File: src/rtl/banked_regfile_pkg.sv
package banked_regfile_pkg;
  localparam int DATA_W      = 8;
  localparam int LOC_W       = 5;
  localparam int BANK_W      = 2;
  localparam int NUM_SPECIAL = 8;
  localparam int PTR_SLOT    = 4;

  localparam int ADDR_W      = BANK_W + LOC_W;
  localparam int NUM_BANKS   = 2 ** BANK_W;
  localparam int LOCS        = 2 ** LOC_W;
  localparam int SHARED      = LOCS / 2;
  localparam int BANK0_GEN   = LOCS - NUM_SPECIAL;
  localparam int UPPER_GEN   = LOCS - SHARED;
  localparam int GEN_TOTAL   = BANK0_GEN + (NUM_BANKS - 1) * UPPER_GEN;
  localparam int GEN_IDX_W   = $clog2(GEN_TOTAL);
  localparam int SPEC_W      = $clog2(NUM_SPECIAL);

  typedef struct packed {
    logic                 hitNull;
    logic                 hitSpecial;
    logic                 hitGeneral;
    logic [SPEC_W-1:0]    specSel;
    logic [GEN_IDX_W-1:0] genIdx;
    logic                 wrStrobe;
  } acc_t;
endpackage

File: src/rtl/banked_regfile_ctrl.sv
module banked_regfile_ctrl
  import banked_regfile_pkg::*;
(
  input  logic              clk,
  input  logic              rstN,
  input  logic              useIndirect,
  input  logic [LOC_W-1:0]  dirAddr,
  input  logic              wrEn,
  input  logic [ADDR_W-1:0] ptrAddr,
  output acc_t              acc
);
  logic              viaPtr;
  logic [ADDR_W-1:0] effAddr;
  logic [LOC_W-1:0]  loc;
  logic [BANK_W-1:0] bank;
  int                idxCalc;

  always_comb begin
    viaPtr  = useIndirect || (dirAddr == '0);
    effAddr = viaPtr ? ptrAddr : {ptrAddr[ADDR_W-1 -: BANK_W], dirAddr};
    loc     = effAddr[LOC_W-1:0];
    bank    = effAddr[ADDR_W-1 -: BANK_W];
    idxCalc = 0;
    acc     = '0;
    if (loc == '0) begin
      acc.hitNull = 1'b1;
    end else if (int'(loc) < NUM_SPECIAL) begin
      acc.hitSpecial = 1'b1;
      acc.specSel    = loc[SPEC_W-1:0];
    end else begin
      acc.hitGeneral = 1'b1;
      if (int'(loc) < SHARED || bank == '0)
        idxCalc = int'(loc) - NUM_SPECIAL;
      else
        idxCalc = BANK0_GEN + (int'(bank) - 1) * UPPER_GEN + (int'(loc) - SHARED);
      acc.genIdx = idxCalc[GEN_IDX_W-1:0];
    end
    acc.wrStrobe = wrEn && !acc.hitNull;
  end

  AST_ONE_TARGET: assert property (@(posedge clk) disable iff (!rstN)
    $countones({acc.hitNull, acc.hitSpecial, acc.hitGeneral}) == 1);

  AST_GEN_IN_RANGE: assert property (@(posedge clk) disable iff (!rstN)
    acc.hitGeneral |-> (int'(acc.genIdx) < GEN_TOTAL));
endmodule

File: src/rtl/banked_regfile_dp.sv
module banked_regfile_dp
  import banked_regfile_pkg::*;
(
  input  logic              clk,
  input  logic              rstN,
  input  acc_t              acc,
  input  logic [DATA_W-1:0] wrData,
  output logic [DATA_W-1:0] rdData,
  output logic [ADDR_W-1:0] ptrAddr,
  output logic [DATA_W-1:0] ptrValue
);
  logic [DATA_W-1:0] specRead [NUM_SPECIAL];
  logic [DATA_W-1:0] genMem   [GEN_TOTAL];
  logic [ADDR_W-1:0] ptrReg;

  for (genvar g = 0; g < NUM_SPECIAL; g++) begin : g_slot
    if (g == 0) begin : g_window
      assign specRead[g] = '0;
    end else if (g == PTR_SLOT) begin : g_ptr
      always_ff @(posedge clk or negedge rstN) begin
        if (!rstN)
          ptrReg <= '0;
        else if (acc.wrStrobe && acc.hitSpecial && int'(acc.specSel) == g)
          ptrReg <= wrData[ADDR_W-1:0];
      end
      assign specRead[g] = {{(DATA_W-ADDR_W){1'b1}}, ptrReg};
    end else begin : g_hold
      logic [DATA_W-1:0] slotReg;
      always_ff @(posedge clk or negedge rstN) begin
        if (!rstN)
          slotReg <= '0;
        else if (acc.wrStrobe && acc.hitSpecial && int'(acc.specSel) == g)
          slotReg <= wrData;
      end
      assign specRead[g] = slotReg;
    end
  end

  always_ff @(posedge clk) begin
    if (acc.wrStrobe && acc.hitGeneral)
      genMem[acc.genIdx] <= wrData;
  end

  always_comb begin
    if (acc.hitSpecial)
      rdData = specRead[acc.specSel];
    else if (acc.hitGeneral)
      rdData = genMem[acc.genIdx];
    else
      rdData = '0;
  end

  assign ptrAddr  = ptrReg;
  assign ptrValue = specRead[PTR_SLOT];

  AST_PTR_LOAD: assert property (@(posedge clk) disable iff (!rstN)
    (acc.wrStrobe && acc.hitSpecial && int'(acc.specSel) == PTR_SLOT)
      |=> (ptrAddr == $past(wrData[ADDR_W-1:0])));

  AST_NULL_KEEPS_PTR: assert property (@(posedge clk) disable iff (!rstN)
    acc.hitNull |=> (ptrAddr == $past(ptrAddr)));
endmodule

File: src/rtl/banked_regfile.sv
module banked_regfile
  import banked_regfile_pkg::*;
(
  input  logic              clk,
  input  logic              rstN,
  input  logic              useIndirect,
  input  logic [LOC_W-1:0]  dirAddr,
  input  logic              wrEn,
  input  logic [DATA_W-1:0] wrData,
  output logic [DATA_W-1:0] rdData,
  output logic [DATA_W-1:0] ptrValue
);
  acc_t              acc;
  logic [ADDR_W-1:0] ptrAddr;

  banked_regfile_ctrl u_ctrl (
    .clk        (clk),
    .rstN       (rstN),
    .useIndirect(useIndirect),
    .dirAddr    (dirAddr),
    .wrEn       (wrEn),
    .ptrAddr    (ptrAddr),
    .acc        (acc)
  );

  banked_regfile_dp u_dp (
    .clk     (clk),
    .rstN    (rstN),
    .acc     (acc),
    .wrData  (wrData),
    .rdData  (rdData),
    .ptrAddr (ptrAddr),
    .ptrValue(ptrValue)
  );

  AST_NULL_READ_ZERO: assert property (@(posedge clk) disable iff (!rstN)
    (useIndirect && ptrValue[LOC_W-1:0] == '0) |-> (rdData == '0));

  AST_IDLE_PTR_HOLD: assert property (@(posedge clk) disable iff (!rstN)
    !wrEn |=> $stable(ptrValue));
endmodule

File: config.mk
export PLATFORM = sky130hd
export DESIGN_NAME = banked_regfile
export DESIGN_NICKNAME = d
export VERILOG_FILES = /design/src/rtl/banked_regfile_pkg.sv /design/src/rtl/banked_regfile_ctrl.sv /design/src/rtl/banked_regfile_dp.sv /design/src/rtl/banked_regfile.sv
export SDC_FILE = /design/constraint.sdc
export NUM_CORES = 1
export LEC_CHECK = 0
export ABC_AREA = 1
export CAP_MARGIN = 20
export CORE_ASPECT_RATIO = 1.1
export CORE_MARGIN = 4
export CORE_UTILIZATION = 35
export DETAILED_ROUTE_END_ITERATION = 10
export DONT_BUFFER_PORTS = 1
export PLACE_DENSITY = 0.57
export SLEW_MARGIN = 20
export SYNTH_ARGS = -nofsm -noshare
export SYNTH_HDL_FRONTEND = slang
export SYNTH_SLANG_ARGS = --single-unit
File: constraint.sdc
create_clock -name clk -period 3.4 [get_ports clk]
set_input_delay 0.17 -clock clk [delete_from_list [all_inputs] [get_ports clk]]
set_output_delay 0.17 -clock clk [all_outputs]
set_load 0.005 [all_outputs]
Word-level counts from Yosys, hierarchy flattened
Memory sizes are Yosys's and may differ from the RTL's. Cells that the tools add are included.

Flip-flop bits (word level): 55. Memory bits (writable): 576. Bits of input ports: 17. Output and inout port bits: 16. Word-level logic and storage cells: 55. Memories: 1.

Add/subtract/negate cells: 5. Magnitude comparators: 3. Eq/ne operators: 7. Muxes and demuxes: 15. Bitwise logic cells: 1. Reductions and logical operators: 16.

Memories: u_dp.genMem (words 72, bits a word 8, rd ports 1, clocked after Yosys merged registers in 0, wr ports 1, RTL line banked_regfile_dp.sv:13) `logic [DATA_W-1:0] genMem [GEN_TOTAL];`.

Operators by type and width (number): $mux W8 (4); $bmux W8 S3 (1); $mux W7 (2); $eq A3 B3 Y1 const B (4); $mux W12 (1); $logic_and A1 B1 Y1 (10); $logic_not A5 Y1 (2); $add A6 B7 Y7 const A (1); $add A7 B7 Y7 (1); $eq A3 B2 Y1 const B (2); $sub A5 B4 Y6 const B (1); $sub A5 B5 Y6 const B (1); $lt A5 B4 Y1 const B (1); $lt A5 B5 Y1 const B (1); $mux W1 (5); $mux W5 (1); $ge A4 B4 Y1 const B (1); $not A3 Y4 (1); $eq A3 B1 Y1 const B (1); $mux W3 (1); $sub A2 B1 Y3 const B (1); $logic_not A2 Y1 (1); $logic_or A1 B1 Y1 (2); $logic_not A1 Y1 (1).

Longest topological paths before layout
Gate-level depths: netlist (run 1).

Depth after elaboration: 13. Gate-level depth with buffers: 21. Gate-level depth less buffers: 20.

Hierarchy
A second synthesis (run 1) with hierarchy kept.

Cell total of the unflattened synthesis: 2618. Area, all modules: 27106.0 um2.

Modules (own cells, without submodules): banked_regfile_dp (instances 1, cells an instance 2555, area an instance 26705.6 um2, seq. area each 18672.9 um2); banked_regfile_ctrl (instances 1, cells an instance 63, area an instance 400.4 um2, seq. area each 0.0 um2).

Worst setup path before layout (run 1)
No wires, ideal clock.

Path type: input -> register. Start point: in dirAddr[2]. End point: mem u_dp.genMem[32][0], enable pin. Library setup time: 0.370 ns. Data arrival time: 2.922 ns. Required time: 3.030 ns. Setup slack: 0.107 ns. Cell stages on the path: 14. Path buffers: 2. Path through: nor2_1 > nand3_2 > nand2_4 > nand2_2 > nand2_4 > fa_1 > fa_1 > xor2_1 > nor2_1 > clkbuf_1 > nor2_1 > clkbuf_1 > nand2_1 > nor2_1.

Cells in the longest elaborated chain, start to end: 10. Elaborated cells on any way between the ends: 20. Those cells by class: add/sub (3); order compare (2); mux (8); reduce/logical (7).

Ends and longest elaborated chain: start: declaration (RTL line banked_regfile.sv:7) `input logic [LOC_W-1:0] dirAddr,`; $logic_not A5 Y1 (RTL line banked_regfile_ctrl.sv:19) `viaPtr = useIndirect || (dirAddr == '0);`; $logic_or A1 B1 Y1 (RTL line banked_regfile_ctrl.sv:19); $mux W5 * (RTL line banked_regfile_ctrl.sv:20) `effAddr = viaPtr ? ptrAddr : {ptrAddr[ADDR_W-1 -: BANK_W], dirAddr};`; branches (longest 7 deep; another with $add A7 B7 Y7); end: declaration (RTL line banked_regfile_dp.sv:13).

Mark *: on every way between the ends.

Worst setup path after layout (run 1)
Start point: reg u_dp.ptrReg[4], in the netlist u_dp.ptrAddr[4]. End point: out rdData[7].

Cells in the longest elaborated chain, start to end: 9. Elaborated cells on any way between the ends: 21. Those cells by class: add/sub (3); order compare (2); mux (12); bitwise (1); reduce/logical (2); memory (1).

Ends and longest elaborated chain: start: declaration (RTL line banked_regfile_dp.sv:14) `logic [ADDR_W-1:0] ptrReg;`; start signal: assignment (RTL line banked_regfile_dp.sv:24) `ptrReg <= wrData[ADDR_W-1:0];`; $mux W5 * (RTL line banked_regfile_ctrl.sv:20); $sub A5 B5 Y6, or another cell as far along (RTL line banked_regfile_ctrl.sv:35) `idxCalc = BANK0_GEN + (int'(bank) - 1) * UPPER_GEN + (int'(loc) - SHARED);`; $add A7 B7 Y7, or another cell as far along (RTL line banked_regfile_ctrl.sv:35); $mux W7 or $mux W12 (tied branches) (RTL line banked_regfile_ctrl.sv:32, banked_regfile_ctrl.sv:25); $mux W7 or $not A3 Y4 (tied branches) (RTL line banked_regfile_ctrl.sv:27, banked_regfile_dp.sv:46); $mux W12 * (RTL line banked_regfile_ctrl.sv:25) `if (loc == '0) begin`; $mem_v2 Z72 W8 or $mux W8 (tied branches); $mux W8, on equally long branches (RTL line banked_regfile_dp.sv:47, banked_regfile_dp.sv:46); $mux W8 * (RTL line banked_regfile_dp.sv:45) `if (acc.hitSpecial)`; end: declaration (RTL line banked_regfile.sv:10) `output logic [DATA_W-1:0] rdData,`.

Every way passes the cells marked *; elsewhere a longest branch is shown, timed or not. The select of a mux whose other input is x is not followed.

==> results.json, run 1 <==
{
  "final_cell_mix": "747 x nand2_1, 576 x edfxtp_1, 241 x inv_1",
  "grt_max_degree": 82,
  "final_common_cell": "nand2_1",
  "core_um2": 74800,
  "async_flop_share_pct": 8.72,
  "synth_top_flop_cell": "edfxtp_1",
  "antenna_left": 0,
  "final_net_count": 2601,
  "syn_area_um2": 26400,
  "grt_use_total_pct": 18.5,
  "crit_type": "reg2out",
  "worst-slew-pin-transition_ns": 0.729,
  "crit_fanout": 11,
  "leakage_nw": 12.3,
  "die-area_um2": 80000,
  "dp_hpwl_um": 45700,
  "synth_fa_ha_area_share_pct": 0.294,
  "syn_inst": 2432,
  "io_buffers": 0,
  "outcome": "complete, no violations",
  "synth_warnings": 0,
  "slew_viol_final": 0,
  "ys_seq_area_share_pct": 70.7,
  "grt_pass1_wl_um": 112000,
  "synth_top_family_by_area": "simple AND/OR/NAND/NOR gates",
  "synth-edff-count": 576,
  "viasPerCell": 5.08,
  "pin_count": 33,
  "numClockSinks": 631,
  "met2_usage_pct": 30.9,
  "routedWlPerCell_um": 21.6,
  "max-vdd-ir-drop_uv": 440,
  "worstSkewPairLatency_ns": 0.62,
  "grt-ovfl-total": 0,
  "row_count": 105,
  "clk_path_buf_depth": 3,
  "start_util_pct": 35.3,
  "grtUsageMet3_pct": 3.24,
  "fillers": 6940,
  "worst-endpoint-required_ns": 3.23,
  "synth.distinct_cells": 37,
  "yosys.area_share.simple_pct": 16.9,
  "drt_iter0_markers": 1811,
  "cts_made_buffers": 61,
  "num_vias": 18236,
  "fin_crit_sh_pct": 100,
  "diodes": 0,
  "wirelength_um": 77500,
  "met1_usage_pct": 24.2,
  "setup_viol": 0,
  "drive_gt1_share_pct": 13.4,
  "synth_fp_nets": 2454,
  "drc": 0,
  "cts-root-buf": "clkbuf_16",
  "synthXorXnorAreaFrac_pct": 0.0663,
  "first_pass_iters": 6,
  "place.gp.congestion": 0.908,
  "cts_max_level": 2,
  "syn2layout_area_growth_pct": 18.8,
  "layout.cells.non_filler": 3590,
  "worstPathArrival_ns": 3.23,
  "clock_skew_ns": 0.0188,
  "ys_ff_latch": 631,
  "clock.fmax_ghz": 0.294,
  "busiest_layer": "met2",
  "cap_violations": 0,
  "synthMuxAreaShare_pct": 0,
  "postSynthAreaPerCell_um2": 10.9,
  "grt_pass1_vias": 18117,
  "crit_path_start_kind": "flop",
  "fp.dieW_um": 270,
  "relSlewSlack_pct": 51.2,
  "dpl.cell_count": 3435,
  "antenna_found_initial": 0,
  "fin_util_pct": 42.0,
  "endpoint_kind": "output port",
  "powerDensity_nw_per_um2": 697,
  "timing.final.crit_period_ns": 3.40,
  "min_path_type": "in2async",
  "die_h_um": 296,
  "cts_tree": "yes",
  "synth_compound_area_share_pct": 6.52,
  "hold_viol_final": 0,
  "clkSlewWorstSetupHoldPaths_ns": 0.06,
  "rsz0062_at_grt": "yes"
}
## path summary, 6_finish.rpt
| path | startpoint | end | slack (ns) | depth (start not counted) |
|---|---|---|---|---|
| min | rstN | u_dp.ptrAddr[5] | 0.1 | 2 |
| max in group asynchronous | rstN | u_dp.ptrAddr[5] | 3.07 | 2 |
| max | u_dp.ptrAddr[4] | rdData[7] | 0.0001 | 12 |
| min in group clk | wrEn | u_dp.ptrAddr[6] | 0.19 | 4 |
| max reg2reg | u_dp.ptrAddr[4] | u_dp.genMem[17][3] | 0.10 | 13 |
| min reg2reg | u_dp.g_slot[7].g_hold.slotReg[3] | u_dp.g_slot[7].g_hold.slotReg[3] | 0.49 | 2 |
## area by class of cell
type / instances / area, µm² / area share [%]
Inverter: 257 / 993 / 3.17
Tap cell: 963 / 1200 / 3.84
Clock inverter: 42 / 419 / 1.34
Multi-Input combinational cell: 1451 / 6590 / 21.0
Clock buffer: 69 / 1580 / 5.03
Sequential cell: 631 / 18700 / 59.5
Timing Repair Buffer: 177 / 1920 / 6.10
## cells by family (layout without fill, tap and decap cells)
family                   count (synthesis)  count (layout)
adder cells (fa/ha/maj)                  5               5
other                                    1               1
XOR/XNOR                                 2               2
AND/OR/NAND/NOR                       1119            1120
AO/OA/AOI/OAI                          323             323
flip-flops                             631             631
buffers and inverters                  351             545
## state kept, by name (all words and copies together) (netlist names)
register                    count
u_dp.genMem                   576
u_dp.g_slot.g_hold.slotReg     48
u_dp.ptrAddr                    7
## cells in the mapped netlist (all sizes together) (5+ instances only)
| master | number | area share, % |
|---|---|---|
| a22oi | 12 | 0.34 |
| a21oi | 21 | 0.40 |
| o22ai | 28 | 0.66 |
| buf | 63 | 1.5 |
| nand3b | 9 | 0.26 |
| nand2 | 781 | 11 |
| nand3 | 86 | 1.7 |
| dfrtp | 55 | 5.2 |
| clkbuf | 31 | 0.44 |
| nor2 | 228 | 3.3 |
| inv | 256 | 3.6 |
| o221ai | 6 | 0.20 |
| nand4 | 9 | 0.21 |
| edfxtp | 576 | 65 |
| o21ai | 251 | 4.8 |
| or2 | 5 | 0.12 |
## critical path, stage by stage, from the launching register on
cell     delay (ns)
dfrtp_1        0.41
inv_1          0.08
nand2_2        0.12
nand2_8        0.10
fa_1           0.49
fa_2           0.42
xor2_2         0.17
nor2_4         0.18
nor2_2         0.07
buf_12         0.15
a31oi_4        0.19
nand3_2        0.12
nand2_2        0.12
## per-stage QoR
| step | TNS, ns | setup slack [ns] | power, mW | hold slack, ns | instance area [µm²] |
|---|---|---|---|---|---|
| CTS | -0.164 | -0.0571 | 21.4 | 0.0620 | 30800 |
| finish | 0 | 0.000105 | 21.9 | 0.0990 | 31400 |
| detailed placement | 0 | 0.0918 | 14.1 | -0.124 | 28300 |
| global route | -0.325 | -0.0864 | 22.8 | 0.0986 | 31400 |
| floorplan | 0 | 0.107 | 12.1 | -0.126 | 26400 |
| global placement | 0 | 0.114 | 14.1 | -0.124 | 28300 |
## repair_timing
item	4_1_cts	5_1_grt
setup buffers	2	13
gates resized for setup	46	51
cloned	0	10
hold buffers	19	0
setup endpoints to repair	8	335
hold endpoints to repair	686	0
pin swaps	10	17
## where the power goes
part	switching, mW	internal [mW]	leakage [nW]	total, mW
Combinational	4.22	1.87	5.50	6.09
Sequential	0.173	8.83	5.86	9.00
Clock	2.85	3.92	0.978	6.77
Total	7.24	14.6	12.3	21.9
## routing by layer
metal	vias up	routed length (µm)
li1	8421	-
met1	8892	31400
met2	751	36000
met3	172	6250
met4	0	3760
met5	-	0
(Power assumes the default switching activity.)
==> inputs of run 2 (changes only) <==
--- a/config.mk
+++ b/config.mk
@@ -12,6 +12,7 @@
 export CORE_UTILIZATION = 35
 export DETAILED_ROUTE_END_ITERATION = 10
 export DONT_BUFFER_PORTS = 1
+export MAX_ROUTING_LAYER = met4
 export PLACE_DENSITY = 0.57
 export SLEW_MARGIN = 20
 export SYNTH_ARGS = -nofsm -noshare
==> run 2 against run 1 <==
Effect of this change:
- sequential power about the same
- fmax up 1.3%
- combinational power up 1%
- hold slack worse by 0.00068 ns
- setup slack better by 0.044 ns
- final cell count up 0.14%
- core utilization about the same
- clock skew up 0.0060 ns
- total power up 0.93%
- critical endpoint unchanged
- largest cell class unchanged
==> results.json, run 2 (synthesis gave the netlist of run 1 again) <==
{
  "outcome": "complete, no violations",
  "grt-ovfl-total": 0,
  "final_cell_mix": "751 x nand2_1, 576 x edfxtp_1, 240 x inv_1",
  "fp.dieW_um": 270,
  "r2r-start": "u_dp.ptrAddr[4]",
  "largest_register": "u_dp.genMem",
  "dpl.cell_count": 3437,
  "setup_viol": 0,
  "diodes": 0,
  "cts_made_buffers": 61,
  "cts_tree": "yes",
  "wirelength_um": 77700,
  "min_path_type": "in2async",
  "wl_met2_um": 36900,
  "largest_register_ff_count": 576,
  "fin_crit_sh_pct": 98.7,
  "grt_pass1_vias": 18603,
  "final_net_count": 2603,
  "pin_count": 33,
  "die_h_um": 296,
  "rsz0062_at_grt": "yes",
  "grt_pass1_wl_um": 115000,
  "dp_hpwl_um": 45800,
  "cap_violations": 0,
  "top_layer_used": "met4",
  "clkSlewWorstSetupHoldPaths_ns": 0.06,
  "io_buffers": 0,
  "wl_met1_um": 31300,
  "routedWlPerCell_um": 21.6,
  "regToRegSetupSlack_ns": 0.15,
  "crit_fanout": 6,
  "start_util_pct": 35.3,
  "grt_max_degree": 83,
  "place.gp.congestion": 0.926,
  "numClockSinks": 631,
  "worst-slew-pin-transition_ns": 0.770,
  "max-vdd-ir-drop_uv": 387,
  "relSlewSlack_pct": 48.5,
  "cts-root-buf": "clkbuf_16",
  "worst-endpoint-required_ns": 3.23,
  "row_count": 105,
  "grt_use_total_pct": 19.5,
  "core_um2": 74800,
  "clk_path_buf_depth": 3,
  "reg2reg_depth": 13,
  "antenna_left": 0,
  "powerDensity_nw_per_um2": 703,
  "slew_viol_final": 0,
  "place_ws_ns": 0.131,
  "hold_viol_final": 0,
  "p_total_mw": 22.1,
  "cts_max_level": 2,
  "syn2layout_area_growth_pct": 18.7,
  "num_vias": 18388,
  "dr_wl_met3_um": 6240,
  "timing.final.crit_period_ns": 3.36,
  "worstReg2RegEnd": "u_dp.genMem[13][0]",
  "drive_gt1_share_pct": 14.0,
  "fin_tns_setup_ns": 0,
  "antenna_found_initial": 0,
  "layout.cells.non_filler": 3595,
  "drc": 0,
  "drt_iter0_markers": 1646,
  "worstSkewPairLatency_ns": 0.64,
  "final_common_cell": "nand2_1",
  "clock.fmax_ghz": 0.298,
  "die-area_um2": 80000,
  "endpoint_kind": "output port",
  "leakage_nw": 12.3,
  "crit_path_start_kind": "flop",
  "viasPerCell": 5.11,
  "crit_type": "reg2out",
  "first_pass_iters": 5,
  "clock_skew_ns": 0.0249,
  "worstPathArrival_ns": 3.19,
  "setup_slack_ns": 0.0441
}
[run 2: changes by cell type in the layout (fill, tap and decap cells not counted), sizes merged]
cell | previous run | this run
inv | 255 | 258
nand2 | 782 | 781
buf | 159 | 165
clkinv | 32 | 31
clkbuf | 77 | 68
bufbuf | 0 | 1
clkinvlp | 4 | 10
[run 2: how the worst max path moves through the flow]
stage,startpoint,endpoint,slack [ns],cells past startpoint
6_report,u_dp.ptrAddr[4],rdData[7],0.04,12
4_1_cts,u_dp.ptrAddr[4],rdData[4],-0.05,12
3_5_place_dp,dirAddr[2],rdData[0],0.13,17
5_1_grt,u_dp.ptrAddr[3],rdData[2],-0.06,16
3_3_place_gp,dirAddr[2],rdData[0],0.12,17
2_1_floorplan,dirAddr[2],u_dp.genMem[32][0],0.11,14
[run 2: power by group]
part / internal [mW] / switching, mW / total (mW)
clock network: 3.90 / 2.98 / 6.88
registers: 8.83 / 0.178 / 9.01
logic: 1.95 / 4.23 / 6.17
total: 14.7 / 7.38 / 22.1
[run 2: per-layer routing]
| metal | GRT usage, % | vias up |
|---|---|---|
| li1 | - | 8447 |
| met1 | 24.2 | 9011 |
| met2 | 32.3 | 774 |
| met3 | 3.33 | 156 |
| met4 | 7.22 | 0 |
| met5 | - | - |
[run 2: through the flow]
stage / instance area, µm² / hold WS (ns) / util (%)
2_1_floorplan: 26400 / -0.126 / -
3_3_place_gp: 28300 / -0.124 / 37.9
3_5_place_dp: 28300 / -0.124 / 37.9
4_1_cts: 31000 / 0.0583 / 41.5
5_1_grt: 31400 / 0.104 / 42.0
6_report: 31400 / 0.0983 / 42.0
[run 2: repair_timing]
action | CTS | global route
hold buffers | 19 | 0
setup buffers | 8 | 10
endpoints found under the hold margin | 686 | 0
setup endpoints to repair | 8 | 551
resized for setup | 59 | 46
pin swaps | 18 | 19
cloned | 2 | 5
[run 2: critical path, stage by stage, from the launching register on]
cell	delay (ns)
dfrtp_2	0.44
inv_2	0.07
nand2_2	0.06
nand2_4	0.14
fa_1	0.46
fa_2	0.38
xor2_2	0.17
nor2_4	0.18
nor2_4	0.08
buf_12	0.15
a31oi_4	0.18
nand3_2	0.13
nand2_2	0.11
[run 2: final cells by class]
class                   count  area (µm²)
multi-input cells        1450        6570
inverters                 257         988
flip-flops and latches    631       18700
clock inverters            50         497
well taps                 963        1200
repair buffers            180        1880
clock buffers              64        1540
fillers                  7010       43400
